$ cat src/rtl/nrs_pkg.sv
package nrs_pkg;

    localparam int unsigned COL_BYTES = 2;
    localparam int unsigned ROW_BYTES = 3;
    localparam int unsigned COL_W     = 8 * COL_BYTES;
    localparam int unsigned ROW_W     = 8 * ROW_BYTES;

    localparam logic [7:0] CMD_PAGE_OPEN  = 8'h00;
    localparam logic [7:0] CMD_PAGE_CONF  = 8'h30;
    localparam logic [7:0] CMD_IDENT      = 8'h90;
    localparam logic [7:0] IDENT_ADDR     = 8'h00;

    localparam logic [2:0] PAGE_LAST_STEP  = 3'(COL_BYTES + ROW_BYTES + 1);
    localparam logic [2:0] IDENT_LAST_STEP = 3'd1;

    typedef enum logic [2:0] {
        ST_IDLE,
        ST_CMD,
        ST_ADDR,
        ST_GAP,
        ST_WAIT,
        ST_RDATA,
        ST_RGAP,
        ST_FIN
    } seq_state_e;

    typedef enum logic {
        OP_PAGE  = 1'b0,
        OP_IDENT = 1'b1
    } seq_op_e;

    function automatic logic [2:0] last_step(seq_op_e op);
        return (op == OP_PAGE) ? PAGE_LAST_STEP : IDENT_LAST_STEP;
    endfunction

    function automatic logic step_is_cmd(seq_op_e op, logic [2:0] step);
        return (step == 3'd0) || ((op == OP_PAGE) && (step == PAGE_LAST_STEP));
    endfunction

    function automatic logic [7:0] step_byte(seq_op_e op, logic [2:0] step,
                                             logic [COL_W-1:0] col,
                                             logic [ROW_W-1:0] row);
        logic [7:0] b;
        if (op == OP_IDENT) begin
            b = (step == 3'd0) ? CMD_IDENT : IDENT_ADDR;
        end else begin
            unique case (step)
                3'd0:    b = CMD_PAGE_OPEN;
                3'd1:    b = col[7:0];
                3'd2:    b = col[15:8];
                3'd3:    b = row[7:0];
                3'd4:    b = row[15:8];
                3'd5:    b = row[23:16];
                default: b = CMD_PAGE_CONF;
            endcase
        end
        return b;
    endfunction

endpackage

$ cat src/rtl/nrs_strobe_timer.sv
module nrs_strobe_timer #(
    parameter int unsigned LEN = 2
) (
    input  logic clk,
    input  logic rst_n,
    input  logic active,
    output logic last
);
    localparam int unsigned CW = (LEN > 1) ? $clog2(LEN) : 1;

    logic [CW-1:0] cnt_q;

    always_ff @(posedge clk or negedge rst_n) begin
        if (!rst_n) begin
            cnt_q <= '0;
        end else if (!active || last) begin
            cnt_q <= '0;
        end else begin
            cnt_q <= cnt_q + 1'b1;
        end
    end

    assign last = active && (cnt_q == CW'(LEN - 1));
endmodule

$ cat src/rtl/nrs_ready_poll.sv
module nrs_ready_poll #(
    parameter int unsigned DIV   = 4,
    parameter int unsigned LIMIT = 20000
) (
    input  logic clk,
    input  logic rst_n,
    input  logic en,
    input  logic rdy,
    output logic seen,
    output logic expired
);
    localparam int unsigned DW = (DIV > 1) ? $clog2(DIV) : 1;
    localparam int unsigned IW = $clog2(LIMIT + 1);

    logic [DW-1:0] div_q;
    logic [IW-1:0] ivl_q;
    logic          sample;

    assign sample = en && (div_q == DW'(DIV - 1));

    always_ff @(posedge clk or negedge rst_n) begin
        if (!rst_n) begin
            div_q <= '0;
            ivl_q <= '0;
        end else if (!en) begin
            div_q <= '0;
            ivl_q <= '0;
        end else if (sample) begin
            div_q <= '0;
            ivl_q <= ivl_q + 1'b1;
        end else begin
            div_q <= div_q + 1'b1;
        end
    end

    assign seen    = sample && rdy;
    assign expired = sample && !rdy && (ivl_q == IW'(LIMIT - 1));
endmodule

$ cat src/rtl/nrs_id_capture.sv
module nrs_id_capture #(
    parameter int unsigned NBYTES = 5,
    localparam int unsigned XW    = $clog2(NBYTES)
) (
    input  logic                  clk,
    input  logic                  rst_n,
    input  logic                  cap,
    input  logic [XW-1:0]         idx,
    input  logic [7:0]            din,
    output logic [8*NBYTES-1:0]   bytes,
    output logic                  absent
);
    logic [7:0] byte_q [NBYTES];
    logic       fin_q;

    for (genvar i = 0; i < NBYTES; i++) begin : g_byte
        always_ff @(posedge clk or negedge rst_n) begin
            if (!rst_n) begin
                byte_q[i] <= '0;
            end else if (cap && (idx == XW'(i))) begin
                byte_q[i] <= din;
            end
        end
        assign bytes[8*i +: 8] = byte_q[i];
    end

    always_ff @(posedge clk or negedge rst_n) begin
        if (!rst_n) begin
            fin_q  <= 1'b0;
            absent <= 1'b0;
        end else begin
            fin_q <= cap && (idx == XW'(NBYTES - 1));
            if (fin_q) begin
                absent <= (byte_q[0] == byte_q[1]);
            end
        end
    end
endmodule

$ cat src/rtl/nand_read_seq.sv
module nand_read_seq
    import nrs_pkg::*;
#(
    parameter int unsigned CE_COUNT   = 8,
    parameter int unsigned STROBE_CYC = 2,
    parameter int unsigned POLL_DIV   = 4,
    parameter int unsigned POLL_LIMIT = 20000,
    parameter int unsigned ID_BYTES   = 5,
    localparam int unsigned CHIP_W    = $clog2(CE_COUNT),
    localparam int unsigned RC_W      = $clog2(ID_BYTES)
) (
    input  logic                  clk,
    input  logic                  rst_n,
    input  logic                  req_valid,
    input  logic                  req_op,
    input  logic [CHIP_W-1:0]     req_chip,
    input  logic [15:0]           req_col,
    input  logic [23:0]           req_row,
    output logic                  busy,
    output logic                  done,
    output logic                  timeout_err,
    output logic [8*ID_BYTES-1:0] id_bytes,
    output logic                  id_absent,
    output logic [CE_COUNT-1:0]   nand_ce,
    output logic                  nand_cle,
    output logic                  nand_ale,
    output logic                  nand_we,
    output logic                  nand_re,
    output logic [7:0]            nand_dq_out,
    output logic                  nand_dq_oe,
    input  logic [7:0]            nand_dq_in,
    input  logic                  nand_rdy
);

    seq_state_e           state_q, state_d;
    seq_op_e              op_q;
    logic [COL_W-1:0]     col_q;
    logic [ROW_W-1:0]     row_q;
    logic [CE_COUNT-1:0]  ce_q;
    logic [2:0]           step_q;
    logic [RC_W-1:0]      rcnt_q;
    logic                 err_q;

    logic strobe_active;
    logic strobe_last;
    logic poll_en;
    logic poll_seen;
    logic poll_expired;
    logic accept;
    logic capture;

    assign accept        = (state_q == ST_IDLE) && req_valid;
    assign strobe_active = (state_q == ST_CMD) || (state_q == ST_ADDR) ||
                           (state_q == ST_RDATA);
    assign poll_en       = (state_q == ST_WAIT);
    assign capture       = (state_q == ST_RDATA) && strobe_last;

    nrs_strobe_timer #(
        .LEN (STROBE_CYC)
    ) u_strobe (
        .clk    (clk),
        .rst_n  (rst_n),
        .active (strobe_active),
        .last   (strobe_last)
    );

    nrs_ready_poll #(
        .DIV   (POLL_DIV),
        .LIMIT (POLL_LIMIT)
    ) u_poll (
        .clk     (clk),
        .rst_n   (rst_n),
        .en      (poll_en),
        .rdy     (nand_rdy),
        .seen    (poll_seen),
        .expired (poll_expired)
    );

    nrs_id_capture #(
        .NBYTES (ID_BYTES)
    ) u_cap (
        .clk    (clk),
        .rst_n  (rst_n),
        .cap    (capture),
        .idx    (rcnt_q),
        .din    (nand_dq_in),
        .bytes  (id_bytes),
        .absent (id_absent)
    );

    // Next-state logic
    always_comb begin
        state_d = state_q;
        unique case (state_q)
            ST_IDLE: begin
                if (req_valid) state_d = ST_CMD;
            end
            ST_CMD, ST_ADDR: begin
                if (strobe_last) state_d = ST_GAP;
            end
            ST_GAP: begin
                if (step_q == last_step(op_q)) begin
                    state_d = ST_WAIT;
                end else if (step_is_cmd(op_q, step_q + 3'd1)) begin
                    state_d = ST_CMD;
                end else begin
                    state_d = ST_ADDR;
                end
            end
            ST_WAIT: begin
                if (poll_seen) begin
                    state_d = (op_q == OP_IDENT) ? ST_RDATA : ST_FIN;
                end else if (poll_expired) begin
                    state_d = ST_FIN;
                end
            end
            ST_RDATA: begin
                if (strobe_last) state_d = ST_RGAP;
            end
            ST_RGAP: begin
                state_d = (rcnt_q == RC_W'(ID_BYTES - 1)) ? ST_FIN : ST_RDATA;
            end
            ST_FIN: begin
                state_d = ST_IDLE;
            end
            default: state_d = ST_IDLE;
        endcase
    end

    // State register
    always_ff @(posedge clk or negedge rst_n) begin
        if (!rst_n) begin
            state_q <= ST_IDLE;
        end else begin
            state_q <= state_d;
        end
    end

    // Request capture, step and byte counters, chip enable, error flag
    always_ff @(posedge clk or negedge rst_n) begin
        if (!rst_n) begin
            op_q   <= OP_PAGE;
            col_q  <= '0;
            row_q  <= '0;
            ce_q   <= '0;
            step_q <= '0;
            rcnt_q <= '0;
            err_q  <= 1'b0;
        end else begin
            if (accept) begin
                op_q   <= seq_op_e'(req_op);
                col_q  <= req_col;
                row_q  <= req_row;
                ce_q   <= CE_COUNT'(1) << req_chip;
                step_q <= '0;
                rcnt_q <= '0;
            end
            if ((state_q == ST_GAP) && (step_q != last_step(op_q))) begin
                step_q <= step_q + 3'd1;
            end
            if ((state_q == ST_RGAP) && (rcnt_q != RC_W'(ID_BYTES - 1))) begin
                rcnt_q <= rcnt_q + 1'b1;
            end
            if ((state_d == ST_FIN) && (state_q != ST_FIN)) begin
                ce_q <= '0;
            end
            if (poll_expired) begin
                err_q <= 1'b1;
            end
        end
    end

    // Outputs
    always_comb begin
        nand_cle    = 1'b0;
        nand_ale    = 1'b0;
        nand_re     = 1'b0;
        nand_dq_out = 8'h00;
        done        = 1'b0;
        unique case (state_q)
            ST_CMD:   nand_cle = 1'b1;
            ST_ADDR:  nand_ale = 1'b1;
            ST_RDATA: nand_re  = 1'b1;
            ST_FIN:   done     = 1'b1;
            default:  ;
        endcase
        nand_we    = nand_cle | nand_ale;
        nand_dq_oe = nand_cle | nand_ale;
        if (nand_dq_oe) begin
            nand_dq_out = step_byte(op_q, step_q, col_q, row_q);
        end
        busy        = (state_q != ST_IDLE);
        nand_ce     = ce_q;
        timeout_err = err_q;
    end

endmodule

$ cat config.mk
export PLATFORM = sky130hd
export DESIGN_NAME = nand_read_seq
export DESIGN_NICKNAME = d
export VERILOG_FILES = /design/src/rtl/nrs_pkg.sv /design/src/rtl/nrs_strobe_timer.sv /design/src/rtl/nrs_ready_poll.sv /design/src/rtl/nrs_id_capture.sv /design/src/rtl/nand_read_seq.sv
export SDC_FILE = /design/constraint.sdc
export NUM_CORES = 1
export LEC_CHECK = 0
export ABC_AREA = 1
export ABC_CLOCK_PERIOD_IN_PS = 2900
export BUFFER_PORTS_ARGS = -buffer_cell sky130_fd_sc_hd__buf_2
export CAP_MARGIN = 20
export CORE_UTILIZATION = 45
export DETAILED_ROUTE_END_ITERATION = 8
export PLACE_DENSITY = 0.68
export SLEW_MARGIN = 25
export SYNTH_ARGS = -nofsm -noshare
export SYNTH_HDL_FRONTEND = slang
export SYNTH_SLANG_ARGS = --single-unit
$ cat constraint.sdc
create_clock -name clk -period 2.9 [get_ports clk]
set_input_delay 0.58 -clock clk [delete_from_list [all_inputs] [get_ports clk]]
set_output_delay 0.58 -clock clk [all_outputs]
set_load 0.005 [all_outputs]
==> Flow_metrics.wiki, run 1 <==
{| class="wikitable"
! Metric !! Value
|-
| GRT met1 Usage || 30.45%
|-
| Maximum number of pins on one net before global-route repair || 66
|-
| Diodes inserted || 0
|-
| Detailed-route DRC error count || 0
|-
| Clock tree from TritonCTS || yes
|-
| Worst slew margin relative to its limit || 52.49%
|-
| Hold bufs inserted after CTS || 0
|-
| Number of warning messages in the yosys log || 0
|-
| Clk pin slew, worst setup/hold paths || 50 ps
|-
| Number of sinks driven by the clock tree || 119
|-
| Peak supply drop || 0.0005497 V
|-
| Count of final max-slew check failures || 0
|-
| Hold slack final || 204.1 ps
|-
| Per-cell routed wire length || 14.80 um
|-
| Count of standard-cell rows || 40
|-
| Worst R2R Start || step_q[0]$_DFFE_PN0P_
|-
| Count of buffers inserted at the top-level ports || 120
|-
| Vias after detailed routing || 4,988
|-
| Final period util || 93.19%
|-
| Vias in the first global route || 4,921
|-
| Pwr Density || 910.5 nW/um2
|-
| Busiest layer in global routing || met2
|-
| Syn Area/Cell || 8.465 um2
|-
| Time the final worst path needs with I/O delays and setup || 2702 ps
|-
| Max cap viols || 0
|-
| Crit Path Max Fanout || 9
|-
| Total CTS buffers || 17
|-
| Outcome || completed
|-
| Maximum level of the CTS H-tree || 4
|-
| Internal power || 4.134 mW
|-
| Design Area, Final || 7019 um2
|-
| Setup total negative slack || 0 ps
|-
| I/O pin cnt || 121
|-
| Total wirelength of the detailed-routed design || 14,470 um
|-
| Area delta synth->final || 23.03%
|-
| Number of nets in the final layout || 868
|-
| Gate Count Post-Synth || 674
|-
| CP Data Required Time || 2320 ps
|-
| Global Route met3 Usage || 6.406%
|-
| Number of enable-type register cells in the synthesized netlist || 0
|-
| Fill count || 1,102
|-
| Die X-Extent || 114.6 um
|-
| Leakage dissipation || 3.636 nW
|-
| Total grt overflow || 0
|-
| Sequential share of the synthesized area || 52.19%
|-
| Root cell of the clock tree || sky130_fd_sc_hd__clkbuf_16
|-
| Wire length of the first global-routing pass || 23,890 um
|-
| Element type at the critical path start || register
|-
| Number of search-and-repair iterations in the first detailed-routing pass || 5
|-
| Total die area || 13,130 um2
|-
| Latest clock arrival within the worst-skew pair || 420 ps
|-
| Count of nets left with antenna violations after detail routing || 0
|-
| M2 GR Usage || 38.95%
|-
| Buffer levels on the longest clock path || 2
|-
| Data arrival at the endpoint of the critical path || 2120 ps
|-
| Combinational power share || 28.3%
|-
| Starting DRT DRC Count || 396
|-
| Weighted congestion reported at the end of routability-driven placement || 0.8517
|-
| Starting utilization of the core area || 46.91%
|-
| Number of storage elements in the synthesis netlist || 119
|-
| Synth unique cells || 41
|-
| Final setup violation count || 0
|-
| Crit path launch || step_q[0]$_DFFE_PN0P_
|-
| Layout cells sized above 1 || 23.83%
|-
| Vertical die dimension || 114.6 um
|-
| Register share of total power || 40.6%
|-
| Post-synth design cell area || 5705 um2
|-
| Transition at the pin with the smallest max-transition slack || 712.6 ps
|-
| Type of the worst setup path || reg -> out
|-
| Core Region || 12,160 um2
|-
| RSZ-0062 raised after global routing || no
|-
| Number of failing hold endpoints at the final stage || 0
|-
| Leading register cell type out of synthesis || sky130_fd_sc_hd__dfrtp_1
|-
| Highest achievable clock rate || 0.3700 GHz
|-
| Endpoint kind of the worst setup timing path || output port
|-
| Post-detailed-placement cell area || 6449 um2
|-
| Detail Placement HPWL || 10,400 um
|-
| Path category of the worst min-delay check || in -> async
|-
| Total GRT Usage || 24.06%
|-
| Switch Pwr || 2.257 mW
|-
| Async set-reset flop share out of synthesis || 100.0%
|-
| Avg Vias per Cell || 5.100
|-
| Switching power as a share of total power || 35.31%
|-
| Part of the power in the clock network || 31.1%
|-
| Number of antenna violations at the first check in global routing || 0
|-
| Clock skew || 4.525 ps
|-
| Synthesized netlist net count || 744
|}
## flip-flops by register name, summed over array words and instances (netlist names)
| name | cells |
|---|---|
| u_cap.fin_q | 1 |
| u_cap.bytes | 40 |
| u_poll.ivl_q | 15 |
| nand_ce | 8 |
| timeout_err | 1 |
| op_q | 1 |
| rcnt_q | 3 |
| u_cap.absent | 1 |
| row_q | 24 |
| state_q | 3 |
| u_poll.div_q | 2 |
| col_q | 16 |
| u_strobe.cnt_q | 1 |
| step_q | 3 |
## power by group through the flow
stage                     sequential, mW  combinational, mW  clock (mW)
after floorplan                     2.51               1.16           0
after global placement              2.60               1.74           0
after detailed placement            2.61               1.81           0
after CTS                           2.59               1.82        2.02
after global routing                2.65               2.06        2.10
final                               2.59               1.81        1.99
## layout by cell type (no fill, tap or decap), drive strengths merged
cell type and count:
nand2 258, buf 123, dfrtp 119, inv 66, o21ai 59, nor2 36
nand3 29, clkbuf 23, nand4 17, a21oi 16, nor3 14, ha 14
a221oi 6, xnor2 5, clkinv 5, clkinvlp 3, a31oi 3, o2111ai 2
o22ai 2, nand3b 1, a21boi 1, o211ai 1, o41ai 1, nor4 1
xor2 1, o31ai 1, a211oi 1, a22o 1, bufinv 1
## path summary, 6_finish.rpt
check,cells after the start,to,slack [ps]
hold / removal,1,timeout_err$_DFFE_PN0P_,200
setup / recovery,7,nand_dq_out[0],200
max in group asynchronous,2,col_q[12]$_DFFE_PN0P_,1910
min in group clk,3,row_q[14]$_DFFE_PN0P_,350
setup reg to reg,11,nand_ce[5]$_DFFE_PN0P_,910
hold reg to reg,1,u_poll.div_q[0]$_DFF_PN0_,440
## cell usage after synthesis, drive strengths merged, types with 2 or more instances
master	number	area, um2
nand2	258	1001
dfrtp	119	2978
inv	66	252.8
o21ai	59	295.3
nor2	36	157.7
nand3	29	242.7
nand4	17	106.4
a21oi	16	91.34
ha	14	175.2
nor3	14	75.07
buf	11	78.82
clkbuf	7	26.28
a221oi	6	52.55
xnor2	5	43.79
a31oi	3	25.02
o2111ai	2	17.52
o22ai	2	12.51
## cells by family after synthesis
family	synth area share [%]
buffers and inverters	6.338
xor gates and xnor gates	0.9210
adders and majority gates	3.070
and+or+nand+nor	27.98
DFF	52.19
AOI/OAI and AO/OA	9.496
## worst max-delay path, cell delays in order, from the launching register on
cell                      delay, ps
sky130_fd_sc_hd__dfrtp_1        460
sky130_fd_sc_hd__ha_1           230
sky130_fd_sc_hd__ha_2           300
sky130_fd_sc_hd__nor2_1          70
sky130_fd_sc_hd__nand3_1        160
sky130_fd_sc_hd__nand2_1        150
sky130_fd_sc_hd__a21oi_1        190
sky130_fd_sc_hd__buf_2          140
## layer usage
layer | wire length (um) | vias up
met5 | 0 | -
met2 | 7208 | 130
met3 | 710 | 28
met4 | 308 | 0
li1 | - | 2436
met1 | 6247 | 2394
## timing repair
item | 4_1_cts | 5_1_grt
setup buffers | 0 | 0
setup endpoints to repair | 0 | 6
resized for setup | 0 | 4
## layout make-up
cell class	instances	area (um2)	area share, %
tap	168	210.2	2.995
timing repair buffer	123	638.1	9.091
sequential	119	2978	42.42
inverter	67	256.5	3.654
multi-input combinational	470	2376	33.85
clock buffer	23	488.0	6.952
clock inverter	8	72.57	1.034
## metrics by stage
stage	setup slack, ps	utilization [%]	power, mW	cells
2_1_floorplan	882.7	-	3.666	674
3_5_place_dp	471.0	53.02	4.418	947
3_3_place_gp	597.4	53.02	4.342	947
6_report	197.6	57.72	6.391	978
4_1_cts	10.01	57.63	6.432	978
5_1_grt	43.20	57.72	6.806	978
(Power assumes the default switching activity.)
==> run 2: changes to the inputs <==
--- a/config.mk
+++ b/config.mk
@@ -5,13 +5,12 @@
 export SDC_FILE = /design/constraint.sdc
 export NUM_CORES = 1
 export LEC_CHECK = 0
-export ABC_AREA = 1
 export ABC_CLOCK_PERIOD_IN_PS = 2900
 export BUFFER_PORTS_ARGS = -buffer_cell sky130_fd_sc_hd__buf_2
 export CAP_MARGIN = 20
-export CORE_UTILIZATION = 45
+export CORE_UTILIZATION = 55
 export DETAILED_ROUTE_END_ITERATION = 8
-export PLACE_DENSITY = 0.68
+export PLACE_DENSITY = 0.81
 export SLEW_MARGIN = 25
 export SYNTH_ARGS = -nofsm -noshare
 export SYNTH_HDL_FRONTEND = slang
==> Flow_metrics.wiki, run 2 <==
{| class="wikitable"
! Metric !! Value
|-
| Xor and xnor fraction of the mapped netlist area || 3.318% (+2.4 points)
|-
| Per-cell routed wire length || 16.21 um (+9.5%)
|-
| Starting DRT DRC Count || 341 (-14%)
|-
| Maximum number of pins on one net before global-route repair || 68 (+3.0%)
|-
| Critical Path Slowest Stage Cell || sky130_fd_sc_hd__dfrtp_1
|-
| Count of standard-cell rows || 36 (-10%)
|-
| Total die area || 10,490 um2 (-20%)
|-
| Number of sinks driven by the clock tree || 119 (unchanged)
|-
| Die X-Extent || 102.4 um (-11%)
|-
| List of cells traversed by the critical path || inv_1, ha_2, and2_4, a221oi_2, o21ai_0, a211oi_1, nor2_1, buf_2
|-
| Type of the worst setup path || reg -> out
|-
| I/O pin cnt || 121 (unchanged)
|-
| Worst path max stage delay || 420 ps (-40 ps)
|-
| Latest clock arrival within the worst-skew pair || 510 ps (+90 ps)
|-
| Leading register cell type out of synthesis || sky130_fd_sc_hd__dfrtp_1
|-
| Simple-gate share of the synthesized area || 19.88% (-8.1 points)
|-
| Syn Area/Cell || 10.29 um2 (+22%)
|-
| Transition at the pin with the smallest max-transition slack || 674.0 ps (-38.57 ps)
|-
| Clock skew || 9.642 ps (+5.117 ps)
|-
| Design Area, Final || 6932 um2 (-1.2%)
|-
| Buffer levels on the longest clock path || 2 (unchanged)
|-
| Number of flip-flops in the largest register || 40 (unchanged)
|-
| Count of nets left with antenna violations after detail routing || 0 (unchanged)
|-
| Peak supply drop || 0.0005772 V (+5.0%)
|-
| Post-synthesis share of cell area spent on full adders, half adders and majority gates || 3.160% (+0.089 points)
|-
| Leakage dissipation || 3.628 nW (-0.22%)
|-
| Clk pin slew, worst setup/hold paths || 60 ps (about the same)
|-
| Number of search-and-repair iterations in the first detailed-routing pass || 7 (+2)
|-
| Number of warning messages in the yosys log || 0 (unchanged)
|-
| Starting utilization of the core area || 56.72% (+9.8 points)
|-
| Maximum level of the CTS H-tree || 4 (unchanged)
|-
| Worst slew margin relative to its limit || 55.06% (+2.6 points)
|-
| Hold bufs inserted after CTS || 0 (unchanged)
|-
| Outcome || completed
|-
| Total grt overflow || 0 (unchanged)
|-
| Most repeated cell in the gate-level netlist after synthesis || sky130_fd_sc_hd__nand2_1
|-
| Sequential share of the synthesized area || 53.71% (+1.5 points)
|-
| Area contributors post-synth || sky130_fd_sc_hd__dfrtp_1 (54%), sky130_fd_sc_hd__nand2_1 (10%), sky130_fd_sc_hd__mux2_1 (4.9%)
|-
| Post-synth design cell area || 5544 um2 (-2.8%)
|-
| Total wirelength of the detailed-routed design || 13,110 um (-9.4%)
|-
| Number of nets in the final layout || 733 (-16%)
|-
| Vertical die dimension || 102.4 um (-11%)
|-
| Clock tree from TritonCTS || yes
|-
| Avg Vias per Cell || 5.418 (+6.2%)
|-
| Number of antenna violations at the first check in global routing || 0 (unchanged)
|-
| Post-detailed-placement cell area || 6235 um2 (-3.3%)
|-
| Max cap viols || 0 (unchanged)
|-
| Count of final max-slew check failures || 0 (unchanged)
|-
| Power consumption || 6.559 mW (+2.6%)
|-
| Vias after detailed routing || 4,383 (-12%)
|-
| Detail Placement HPWL || 8699 um (-16%)
|-
| Endpoint kind of the worst setup timing path || output port
|-
| Diodes inserted || 0 (unchanged)
|-
| Crit Path Max Fanout || 7 (-2)
|-
| Highest achievable clock rate || 0.3473 GHz (-6.1%)
|-
| Share of cell area taken by muxes after synthesis || 8.486% (+8.5 points)
|-
| Top library cells by usage in the layout, fill and taps aside || sky130_fd_sc_hd__nand2_1 (149), sky130_fd_sc_hd__buf_2 (119), sky130_fd_sc_hd__dfrtp_1 (117)
|-
| Synthesized netlist net count || 609 (-18%)
|-
| RSZ-0062 raised after global routing || yes
|-
| Pwr Density || 946.3 nW/um2 (+3.9%)
|-
| Data arrival at the endpoint of the critical path || 2300 ps (+180 ps)
|-
| Path category of the worst min-delay check || in -> async
|-
| Total CTS buffers || 17 (unchanged)
|-
| Number of failing hold endpoints at the final stage || 0 (unchanged)
|-
| Setup total negative slack || 0 ps (unchanged)
|-
| Most used standard cells in the synthesized netlist || sky130_fd_sc_hd__nand2_1 (149), sky130_fd_sc_hd__dfrtp_1 (119), sky130_fd_sc_hd__nor2_1 (29)
|-
| Synth unique cells || 56 (+37%)
|-
| Count of buffers inserted at the top-level ports || 120 (unchanged)
|-
| Compound-gate portion of the synthesized area || 7.741% (-1.8 points)
|-
| Root cell of the clock tree || sky130_fd_sc_hd__clkbuf_8
|-
| Total GRT Usage || 25.92% (+1.9 points)
|-
| Gate Count Post-Synth || 539 (-20%)
|-
| CP Data Required Time || 2320 ps (about the same)
|-
| Area share of the largest cell type after synthesis || 53.71% (+1.5 points)
|-
| Area delta synth->final || 25.03%
|-
| Dominant cell type by area after synthesis || sky130_fd_sc_hd__dfrtp_1
|-
| Vias in the first global route || 4,267 (-13%)
|-
| Layout cells sized above 1 || 30.33% (+6.5 points)
|-
| Final period util || 99.29% (+6.1 points)
|-
| Wire length of the first global-routing pass || 20,420 um (-15%)
|-
| Time the final worst path needs with I/O delays and setup || 2879 ps (+176.9 ps)
|-
| Element type at the critical path start || register
|-
| Number of enable-type register cells in the synthesized netlist || 0 (unchanged)
|-
| Final setup violation count || 0 (unchanged)
|-
| Most common cell after layout, fill and taps aside || sky130_fd_sc_hd__nand2_1
|-
| Combinational family with the most area after synthesis || simple AND/OR/NAND/NOR gates
|-
| Number of storage elements in the synthesis netlist || 119 (unchanged)
|-
| Weighted congestion reported at the end of routability-driven placement || 0.8533 (+0.19%)
|-
| Core Region || 9774 um2 (-20%)
|-
| Detailed-route DRC error count || 0 (unchanged)
|-
| Async set-reset flop share out of synthesis || 100.0% (unchanged)
|}
-- run 2: cell families after synthesis --
logic type | Yosys count
XOR/XNOR | 21
buffers and inverters | 46
flip-flops | 119
multiplexers | 42
AO/OA/AOI/OAI | 55
AND/OR/NAND/NOR | 242
adder cells (fa/ha/maj) | 14
-- run 2: area by class of cell --
cell class	instances	area (um2)
flip-flops and latches	119	2980
fillers	663	2843
multi-input cells	374	2416
repair buffers	130	703.2
clock buffers	20	435.4
well taps	133	166.4
clock inverters	12	151.4
inverters	21	78.83
-- run 2: through the flow --
stage               cells  setup slack, ps  hold slack (ps)  utilization [%]
global route          809           -57.99            142.0            70.92
detailed placement    770            392.0            438.2            63.79
floorplan             539            685.6            284.4                -
CTS                   802            6.880            119.6            69.97
finish                809            20.65            102.1            70.92
global placement      770            473.3            428.8            63.79
-- run 2: where the power goes --
group / internal, mW / switching (mW)
Combinational: 0.852 / 1.10
Clock: 1.33 / 0.752
Sequential: 2.11 / 0.413
-- run 2: path summary, 6_finish.rpt --
check / start / to / slack, ps / cells past startpoint
worst max-delay path: step_q[1]$_DFFE_PN0P_ / nand_dq_out[4] / 20 / 8
worst min-delay path: rst_n / row_q[23]$_DFFE_PN0P_ / 100 / 1
worst max register to register: state_q[1]$_DFF_PN0_ / u_cap.bytes[9]$_DFFE_PN0P_ / 810 / 5
worst min register to register: u_poll.div_q[0]$_DFF_PN0_ / u_poll.div_q[0]$_DFF_PN0_ / 440 / 1
max in group asynchronous: rst_n / state_q[1]$_DFF_PN0_ / 2030 / 2
min in group clk: req_row[2] / row_q[2]$_DFFE_PN0P_ / 260 / 3
-- run 2: routing by layer --
layer,share of wire [%],routed length [um],vias up,global-route usage (%)
met2,50,6565,159,41.82
met3,4.5,594,27,5.540
met1,43,5667,2143,33.98
met4,2.2,284,0,11.10
li1,-,-,2054,-
met5,0,0,-,0
-- run 2: worst max-delay path, delay by kind of cell (launching register included) --
kind | cells | cell delay [ps]
flip-flops | 1 | 420
AND/OR/NAND/NOR | 2 | 260
buffers and inverters | 2 | 250
AO/OA/AOI/OAI | 3 | 620
adder cells (fa/ha/maj) | 1 | 240
-- run 2: timing repair --
action / in CTS / in global routing
pin swaps: 1 / 1
setup endpoints to repair: 8 / 8
gates resized for setup: 7 / 9
gates cloned: 0 / 0
setup buffers: 0 / 7
==> run 3: changes to the inputs <==
--- a/config.mk
+++ b/config.mk
@@ -14,4 +14,5 @@
 export SLEW_MARGIN = 25
 export SYNTH_ARGS = -nofsm -noshare
 export SYNTH_HDL_FRONTEND = slang
+export SYNTH_HIERARCHICAL = 1
 export SYNTH_SLANG_ARGS = --single-unit
==> Flow_metrics.wiki, run 3 <==
{| class="wikitable"
! Metric !! Value
|-
| Vias after detailed routing || 4,509 (+2.9%)
|-
| Total wirelength of the detailed-routed design || 13,250 um (+1.0%)
|-
| Die X-Extent || 102.8 um (+0.36%)
|-
| Data arrival at the endpoint of the critical path || 2320 ps (+20 ps)
|-
| Starting utilization of the core area || 56.88% (+0.16 points)
|-
| Worst R2R Start || state_q[0]$_DFF_PN0_
|-
| Post-Layout Cell Count || 797 (-1.5%)
|-
| Type of the worst setup path || reg -> out
|-
| Buffer levels on the longest clock path || 2 (unchanged)
|-
| I/O pin cnt || 121 (unchanged)
|-
| Total CTS buffers || 17 (unchanged)
|-
| Path category of the worst min-delay check || in -> async
|-
| Time the final worst path needs with I/O delays and setup || 2899 ps (+19.67 ps)
|-
| Critical Path Slowest Stage Cell || sky130_fd_sc_hd__a222oi_1
|-
| Synth unique cells || 59 (+5.4%)
|-
| Weighted congestion reported at the end of routability-driven placement || 0.8853 (+3.8%)
|-
| Gate Count Post-Synth || 527 (-2.2%)
|-
| Post-detailed-placement cell area || 6325 um2 (+1.4%)
|-
| Core Region || 9819 um2 (+0.46%)
|-
| Crit-path leading delay family || compound AO/OA/AOI/OAI gates
|-
| Total placed cells including tap cells || 764 (-0.78%)
|-
| Pwr Density || 906.6 nW/um2 (-4.2%)
|-
| Fill count || 737 (+11%)
|-
| Transition at the pin with the smallest max-transition slack || 677.2 ps (+3.174 ps)
|-
| Clk pin slew, worst setup/hold paths || 70 ps (about the same)
|-
| Root cell of the clock tree || sky130_fd_sc_hd__clkbuf_8
|-
| Leakage dissipation || 3.621 nW (-0.20%)
|-
| Number of nets in the final layout || 718 (-2.0%)
|-
| Final period util || 99.97% (+0.68 points)
|-
| CP Data Required Time || 2320 ps (about the same)
|-
| Area used by sequential logic in the layout || 2984 um2 (+0.13%)
|-
| Syn Area/Cell || 10.60 um2 (+3.0%)
|-
| Area delta synth->final || 24.87%
|-
| Worst slew margin relative to its limit || 54.85% (-0.21 points)
|-
| Sequential share of the synthesized area || 53.32% (-0.40 points)
|-
| Most common cell after layout, fill and taps aside || sky130_fd_sc_hd__nand2_1
|-
| Setup total negative slack || 0 ps (unchanged)
|-
| Avg Vias per Cell || 5.657 (+4.4%)
|-
| Outcome || completed
|-
| Buffering stage count on the worst path with inverters included || 2 (unchanged)
|-
| Count of buffers inserted at the top-level ports || 120 (unchanged)
|-
| Max cap viols || 0 (unchanged)
|-
| Per-cell routed wire length || 16.62 um (+2.5%)
|-
| Total die area || 10,560 um2 (+0.72%)
|-
| Final setup violation count || 0 (unchanged)
|-
| Peak supply drop || 0.0005380 V (-6.8%)
|-
| Top library cells by usage in the layout, fill and taps aside || sky130_fd_sc_hd__nand2_1 (144), sky130_fd_sc_hd__buf_2 (119), sky130_fd_sc_hd__dfrtp_1 (114)
|-
| Number of flip-flops in the largest register || 40 (unchanged)
|-
| Number of enable-type register cells in the synthesized netlist || 0 (unchanged)
|-
| Element type at the critical path start || register
|-
| Layout cells sized above 1 || 35.99% (+5.7 points)
|-
| Crit path launch || step_q[0]$_DFFE_PN0P_
|-
| Endpoint kind of the worst setup timing path || output port
|-
| Count of nets left with antenna violations after detail routing || 0 (unchanged)
|-
| Number of storage elements in the synthesis netlist || 119 (unchanged)
|-
| Area share of the largest cell type after synthesis || 53.32% (-0.40 points)
|-
| Most used standard cells in the synthesized netlist || sky130_fd_sc_hd__nand2_1 (144), sky130_fd_sc_hd__dfrtp_1 (119), sky130_fd_sc_hd__mux2_2 (40)
|-
| Maximum level of the CTS H-tree || 4 (unchanged)
|-
| Number of sinks driven by the clock tree || 119 (unchanged)
|-
| Vertical die dimension || 102.8 um (+0.36%)
|-
| Total GRT Usage || 26.70% (+0.78 points)
|-
| Vias in the first global route || 4,349 (+1.9%)
|-
| Number of search-and-repair iterations in the first detailed-routing pass || 7 (unchanged)
|-
| Count of standard-cell rows || 36 (unchanged)
|-
| Most repeated cell in the gate-level netlist after synthesis || sky130_fd_sc_hd__nand2_1
|-
| Leading register cell type out of synthesis || sky130_fd_sc_hd__dfrtp_1
|-
| Area contributors post-synth || sky130_fd_sc_hd__dfrtp_1 (53%), sky130_fd_sc_hd__nand2_1 (9.7%), sky130_fd_sc_hd__mux2_2 (8.1%)
|-
| Post-synth design cell area || 5585 um2 (+0.74%)
|-
| Design Area, Final || 6974 um2 (+0.61%)
|-
| Starting DRT DRC Count || 257 (-25%)
|-
| Detailed-route DRC error count || 0 (unchanged)
|-
| Clock tree from TritonCTS || yes
|-
| Number of antenna violations at the first check in global routing || 0 (unchanged)
|-
| Area of the multi-input gates || 2532 um2 (+4.8%)
|-
| Wire length of the first global-routing pass || 21,130 um (+3.5%)
|-
| Diodes inserted || 0 (unchanged)
|-
| Dominant cell type by area after synthesis || sky130_fd_sc_hd__dfrtp_1
|-
| RSZ-0062 raised after global routing || yes
|-
| Count of final max-slew check failures || 0 (unchanged)
|-
| Hold bufs inserted after CTS || 0 (unchanged)
|-
| List of cells traversed by the critical path || inv_1, ha_2, and2_2, a222oi_1, a21oi_1, buf_2
|-
| Highest achievable clock rate || 0.3449 GHz (-0.68%)
|-
| Maximum number of pins on one net before global-route repair || 67 (-1.5%)
|-
| Latest clock arrival within the worst-skew pair || 530 ps (+20 ps)
|-
| Detail Placement HPWL || 8868 um (+1.9%)
|-
| Async set-reset flop share out of synthesis || 100.0% (unchanged)
|-
| Clock skew || 12.22 ps (+2.576 ps)
|-
| Crit Path Max Fanout || 7 (unchanged)
|-
| Number of failing hold endpoints at the final stage || 0 (unchanged)
|-
| Synthesized netlist net count || 594 (-2.5%)
|-
| Total grt overflow || 0 (unchanged)
|-
| Number of warning messages in the yosys log || 6 (+6)
|-
| Worst path max stage delay || 490 ps (+70 ps)
|}
run 3: final cells by class:
class / count / share of cell area (%)
clock buffer: 17 / 5.938
timing repair buffer: 128 / 9.688
inverter: 12 / 0.6459
multi-input combinational: 373 / 36.31
sequential: 119 / 42.79
clock inverter: 15 / 2.243
tap: 133 / 2.386
run 3: path summary, 6_finish.rpt:
| check | end | slack, ps | cells after the start |
|---|---|---|---|
| worst max-delay path | nand_dq_out[0] | 1 | 6 |
| worst min-delay path | u_cap/bytes[24]$_DFFE_PN0P_ | 100 | 1 |
| worst max register to register | u_cap/bytes[4]$_DFFE_PN0P_ | 450 | 6 |
| worst min register to register | u_poll/div_q[0]$_DFF_PN0_ | 460 | 1 |
| max in group asynchronous | state_q[0]$_DFF_PN0_ | 1990 | 2 |
| min in group clk | row_q[22]$_DFFE_PN0P_ | 240 | 3 |
run 3: report_power, final:
group          leakage (nW)  total [mW]  switching [mW]  internal, mW
clock network         0.278        2.03           0.854          1.17
registers              1.56        2.52           0.406          2.11
logic                  1.78        1.78           0.984         0.795
run 3: worst register-to-register path: cells and delay by family, from the launching register on:
kind | cells | cell delay (ps)
multiplexers | 1 | 420
flip-flops | 1 | 500
AO/OA/AOI/OAI | 1 | 210
AND/OR/NAND/NOR | 4 | 1210
run 3: per-stage QoR:
| stage | hold slack (ps) | util, % | total power [mW] | worst slack (ps) |
|---|---|---|---|---|
| 2_1_floorplan | 284.4 | - | 3.527 | 362.2 |
| 3_3_place_gp | 418.4 | 64.41 | 4.093 | 460.9 |
| 3_5_place_dp | 428.9 | 64.41 | 4.175 | 325.8 |
| 4_1_cts | 114.6 | 70.59 | 6.268 | -20.16 |
| 5_1_grt | 151.0 | 71.02 | 6.702 | -63.39 |
| 6_report | 103.0 | 71.02 | 6.323 | 0.9746 |
run 3: logic make-up (layout without fill, tap and decap cells):
logic type      count (synthesis)  in the layout  share of synthesized area (%)
buf+inv                        35            172                          2.710
compound gates                 63             63                          8.647
simple gates                  237            237                          21.30
xor+xnor                       20             20                          3.136
fa+ha+maj                      11             11                          2.464
flops                         119            119                          53.32
mux                            42             42                          8.423
run 3: timing repair:
action | 4_1_cts | 5_1_grt
setup endpoints to repair | 7 | 8
pin swaps | 1 | 0
resized for setup | 9 | 11
setup buffers | 0 | 1
run 3: per-layer routing:
metal | global-route usage [%] | up-vias | share of wire [%]
met3 | 6.034 | 30 | 6.3
met4 | 10.94 | 0 | 2.5
met5 | 0 | - | 0
met2 | 44.10 | 217 | 50
met1 | 34.19 | 2190 | 41
li1 | - | 2072 | -
